`config.mk`:
```
export PLATFORM = sky130hd
export DESIGN_NAME = stopclk_ctrl
export DESIGN_NICKNAME = d
export VERILOG_FILES = /design/src/rtl/stopclk_pkg.sv /design/src/rtl/stopclk_sync.sv /design/src/rtl/stopclk_fsm.sv /design/src/rtl/stopclk_gate_en.sv /design/src/rtl/stopclk_ctrl.sv
export SDC_FILE = /design/constraint.sdc
export NUM_CORES = 1
export LEC_CHECK = 0
export BUFFER_PORTS_ARGS = -buffer_cell sky130_fd_sc_hd__buf_2
export CAP_MARGIN = 0
export CORE_AREA = 2 2 39 41
export DETAILED_ROUTE_END_ITERATION = 7
export DIE_AREA = 0 0 41 43
export GPL_ROUTABILITY_DRIVEN = 1
export PLACE_DENSITY_LB_ADDON = 0.25
export SLEW_MARGIN = 20
export SYNTH_ARGS = -nofsm -noshare
export SYNTH_HDL_FRONTEND = slang
export SYNTH_SLANG_ARGS = --single-unit
export TNS_END_PERCENT = 5
```
`constraint.sdc`:
```
create_clock -name clk -period 1.21 [get_ports clk]
set_input_delay 0.121 -clock clk [delete_from_list [all_inputs] [get_ports clk]]
set_output_delay 0.121 -clock clk [all_outputs]
set_load 0.03 [all_outputs]
```
`src/rtl/stopclk_pkg.sv`:
```
package stopclk_pkg;

  typedef enum logic [1:0] {
    SC_RUN     = 2'd0,
    SC_ACKWAIT = 2'd1,
    SC_GATED   = 2'd2
  } sc_state_e;

endpackage

```
`src/rtl/stopclk_sync.sv`:
```
// Multi-stage level synchroniser for an asynchronous input.
module stopclk_sync #(
  parameter int   STAGES  = 2,
  parameter logic RST_VAL = 1'b1
) (
  input  logic clk,
  input  logic rst,
  input  logic async_i,
  output logic sync_o
);

  logic [STAGES-1:0] chain_q;

  always_ff @(posedge clk) begin
    if (rst) begin
      chain_q <= {STAGES{RST_VAL}};
    end else begin
      chain_q <= {chain_q[STAGES-2:0], async_i};
    end
  end

  assign sync_o = chain_q[STAGES-1];

endmodule

```
`src/rtl/stopclk_fsm.sv`:
```
// Sequencer: run -> wait for acknowledge -> gated, with abort path.
module stopclk_fsm
  import stopclk_pkg::*;
(
  input  logic      clk,
  input  logic      rst,
  input  logic      req_active,
  input  logic      ack_sent,
  output sc_state_e state_q,
  output sc_state_e state_d,
  output logic      ack_req_q
);

  always_comb begin
    state_d = state_q;
    unique case (state_q)
      SC_RUN: begin
        if (req_active) state_d = SC_ACKWAIT;
      end
      SC_ACKWAIT: begin
        // The acknowledge always completes; the request level at that
        // moment decides whether gating follows.
        if (ack_sent) state_d = req_active ? SC_GATED : SC_RUN;
      end
      SC_GATED: begin
        if (!req_active) state_d = SC_RUN;
      end
      default: state_d = SC_RUN;
    endcase
  end

  always_ff @(posedge clk) begin
    if (rst) begin
      state_q   <= SC_RUN;
      ack_req_q <= 1'b0;
    end else begin
      state_q   <= state_d;
      ack_req_q <= (state_q == SC_RUN) && (state_d == SC_ACKWAIT);
    end
  end

endmodule

```
`src/rtl/stopclk_gate_en.sv`:
```
// Registered per-unit clock enables; always-on units get a constant-high flop.
module stopclk_gate_en
  import stopclk_pkg::*;
#(
  parameter int                   NUM_UNITS = 8,
  parameter logic [NUM_UNITS-1:0] KEEP_MASK = '1
) (
  input  logic                 clk,
  input  logic                 rst,
  input  sc_state_e            state_d,
  output logic [NUM_UNITS-1:0] en_q
);

  logic gate_d;
  assign gate_d = (state_d == SC_GATED);

  for (genvar u = 0; u < NUM_UNITS; u++) begin : g_unit
    if (KEEP_MASK[u]) begin : g_keep
      always_ff @(posedge clk) begin
        en_q[u] <= 1'b1;
      end
    end else begin : g_gate
      always_ff @(posedge clk) begin
        if (rst) en_q[u] <= 1'b1;
        else     en_q[u] <= !gate_d;
      end
    end
  end

endmodule

```
`src/rtl/stopclk_ctrl.sv`:
```
module stopclk_ctrl
  import stopclk_pkg::*;
#(
  parameter int NUM_UNITS   = 8,
  parameter int BUS_UNIT    = 0,
  parameter int IRQ_UNIT    = 1,
  parameter int SYNC_STAGES = 2
) (
  input  logic                 clk,
  input  logic                 rst,
  input  logic                 stop_req_n,
  input  logic                 ack_sent,
  output logic [1:0]           state_o,
  output logic                 ack_req_o,
  output logic [NUM_UNITS-1:0] clk_en_o
);

  localparam logic [NUM_UNITS-1:0] KEEP_MASK =
    (NUM_UNITS'(1) << BUS_UNIT) | (NUM_UNITS'(1) << IRQ_UNIT);

  logic      req_n_sync;
  logic      req_active;
  sc_state_e st_q;
  sc_state_e st_d;

  stopclk_sync #(
    .STAGES (SYNC_STAGES),
    .RST_VAL(1'b1)
  ) u_sync (
    .clk    (clk),
    .rst    (rst),
    .async_i(stop_req_n),
    .sync_o (req_n_sync)
  );

  assign req_active = !req_n_sync;

  stopclk_fsm u_fsm (
    .clk       (clk),
    .rst       (rst),
    .req_active(req_active),
    .ack_sent  (ack_sent),
    .state_q   (st_q),
    .state_d   (st_d),
    .ack_req_q (ack_req_o)
  );

  stopclk_gate_en #(
    .NUM_UNITS(NUM_UNITS),
    .KEEP_MASK(KEEP_MASK)
  ) u_en (
    .clk    (clk),
    .rst    (rst),
    .state_d(st_d),
    .en_q   (clk_en_o)
  );

  assign state_o = st_q;

endmodule

```
==> parameters.txt <==
Parameter                              Value

CTS
  Number of buffers created by CTS ... 3
  Number of levels in the clock H-tree ... 1
  Hold buffers post-CTS ... 0
  Number of sinks handled by clock tree synthesis ... 6
  Total setup buffers inserted after CTS ... 0
  Root Buffer ... clkbuf_4
  CTS max path bufs ... 2
  Clock latency reported for the late side of the worst-skew pair ... 0.23 ns
  CTS tree ... yes
  PostCTS Resize Cnt ... 0
  Clock edge transition at the registers on the reported setup and hold paths ... 0.04 ns

Critical path
  Worst EP arrival ... 0.90 ns
  Setup crit start ... u_fsm.state_q[0]$_SDFF_PP0_
  Worst reg2reg path startpoint ... u_fsm.state_q[0]$_SDFF_PP0_
  Largest stage delay on the critical path ... 0.43 ns
  Maximum fanout encountered on the critical timing path ... 6
  Critical Path End Type ... output port
  Critical path type ... register to output port
  Crit path buf inv count ... 1
  Data required time at the worst endpoint ... 1.09 ns
  Critical-path cell list ... buf_2
  Startpoint type of the worst setup path ... register
  Top cell family by delay on the critical path ... flip-flops
  Library cell contributing the largest single delay on the critical path ... dfxtp_1

GRT
  Overall overflow remaining after global route ... 0
  Vias in the first global route ... 160
  Wire length of the first global-routing pass ... 600 um
  Initial antenna violation count ... 0
  Largest net degree at the start of global routing ... 7
  GRT Overall Usage ... 0.0583

Yosys
  Area share of the largest cell type after synthesis ... 0.487
  Library cells used by synthesis ... 11
  Gate count of the mapped netlist ... 23
  Number of storage elements in the synthesis netlist ... 6
  Largest area contributor in the synthesized netlist ... dfxtp_1
  Leading post-synthesis cells by cell area ... dfxtp_1 49%, buf_4 21%, a2111oi_2 6.1%, or2_1 5.1%, a211o_1 3.6%
  Total of warnings raised by yosys ... 0
  Seq/Total Area, Yosys ... 0.487
  Avg Cell Area, Syn ... 10.7 um2
  Combined area of all synthesized cells ... 246 um2

Layout
  Fraction of final layout cells sized beyond drive strength 1 ... 0.500
  Diode count ... 0
  Cell area after layout ... 300 um2
  Synthesis-to-finish area growth ... 21.8%
  NumNets Final ... 38
  Number of fill cells ... 155
  Layout Utilization ... 0.217
  Count of non-filler cells in the finished layout ... 48

Floorplanning
  Height of the chip ... 43 um
  Die ar. ... 0.00176 mm2
  Standard cell core area ... 0.00138 mm2
  I/O pins ... 15
  Starting Density ... 0.178
  Die W ... 41 um
  Number of cell rows ... 14

Run status
  Status ... complete, no violations

Drt
  Wire length per cell ... 8.06 um
  Number of vias after detailed routing ... 181
  Drc violations ... 0
  Vias/cell ... 3.77
  Final WL ... 387 um
  Count of routing violations after the opening detailed-route iteration ... 4
  Antenna-violating nets left ... 0
  Router iterations before antenna repair ... 4

Place
  I/O Buffers ... 12
  Final weighted congestion of routability-driven global placement ... 0.574
  Placed Cells ... 45
  Post-DP HPWL ... 306 um
  Placed inst area ... 278 um2

STA
  Final hold slack ... 0.0644 ns
  RSZ-0062 raised after global routing ... no
  Fmax ... 978 MHz
  Final setup violation count ... 0
  Hold Violations, Final ... 0
  Fin Clk Skew ... 0.00102 ns
  Part of the cycle the worst path needs ... 0.845
  Final worst path period need ... 1.02 ns
  Number of pins exceeding their max-slew limit in the final report ... 0
  Total negative slack for setup checks ... 0 ns

Pwr
  Power density of the placed cells ... 1400 mW/mm2
  Leakage power total ... 0.120 nW
  Maximum resistive drop on vdd ... 0.448 mV

Min path
  Origin of the worst min-delay path ... stop_req_n
  Worst hold path type ... primary input to register

Run
  Max_cap viols ... 0
-- flip-flops by register name (all words and copies together), names as in the netlist --
register and count:
u_en.en_q 1, u_fsm.ack_req_q 1, u_fsm.state_q 2, u_sync.chain_q 2
-- worst paths after layout --
check | slack (ns) | depth (start not counted) | to
max reg2reg | 0.26 | 2 | u_en.en_q[7]$_SDFF_PP1_
min | 0.06 | 2 | u_sync.chain_q[0]$_SDFF_PP1_
max | 0.19 | 1 | state_o[0]
min reg2reg | 0.40 | 1 | u_sync.chain_q[1]$_SDFF_PP1_
-- cell usage in the layout (no fill, tap or decap) --
cell	n
a211o_1	1
a2111oi_2	1
buf_2	12
nand2b_1	1
dfxtp_1	6
nor2b_1	1
clkbuf_4	3
a211oi_1	1
or2_1	2
nand3b_1	1
conb_1	2
nor4_1	1
-- through the flow --
step	power [mW]	setup WS, ns
floorplan	0.241	0.140
detailed placement	0.248	0.285
finish	0.421	0.188
CTS	0.431	0.187
global placement	0.247	0.299
global route	0.449	0.150
-- power by group --
group          internal (mW)  switching [mW]  leakage, nW
Sequential             0.204         0.00502       0.0491
Clock                  0.112          0.0648       0.0138
Combinational         0.0111          0.0237       0.0576
-- cells in the mapped netlist --
cell and number:
dfxtp_1 6, conb_1 1, nand3b_1 1, nor2b_1 1, a211o_1 1, buf_4 7, a211oi_1 1, nand2b_1 1
a2111oi_2 1, or2_1 2, nor4_1 1
-- cells by family after synthesis --
family	Yosys count	share of synthesized area
other	1	0.0152
flip-flops	6	0.487
AO/OA/AOI/OAI	3	0.127
AND/OR/NAND/NOR	6	0.157
buffers and inverters	7	0.213
-- final cells by class --
type	instances	area [um2]	share of cell area
multi-input cells	11	77.6	0.258
repair buffers	12	60.1	0.200
flip-flops and latches	6	120	0.400
well taps	16	20.0	0.0667
clock buffers	3	22.5	0.0750
-- per-layer routing --
metal / wire, um / share of wire / up-vias / track usage
met4: 6 / 0.016 / 0 / 0.0600
met2: 179 / 0.46 / 13 / 0.0719
met1: 138 / 0.36 / 77 / 0.0548
met5: 0 / 0 / - / 0
li1: - / - / 89 / -
met3: 63 / 0.16 / 2 / 0.0471
Note: power is estimated with default switching activity, not from simulation.
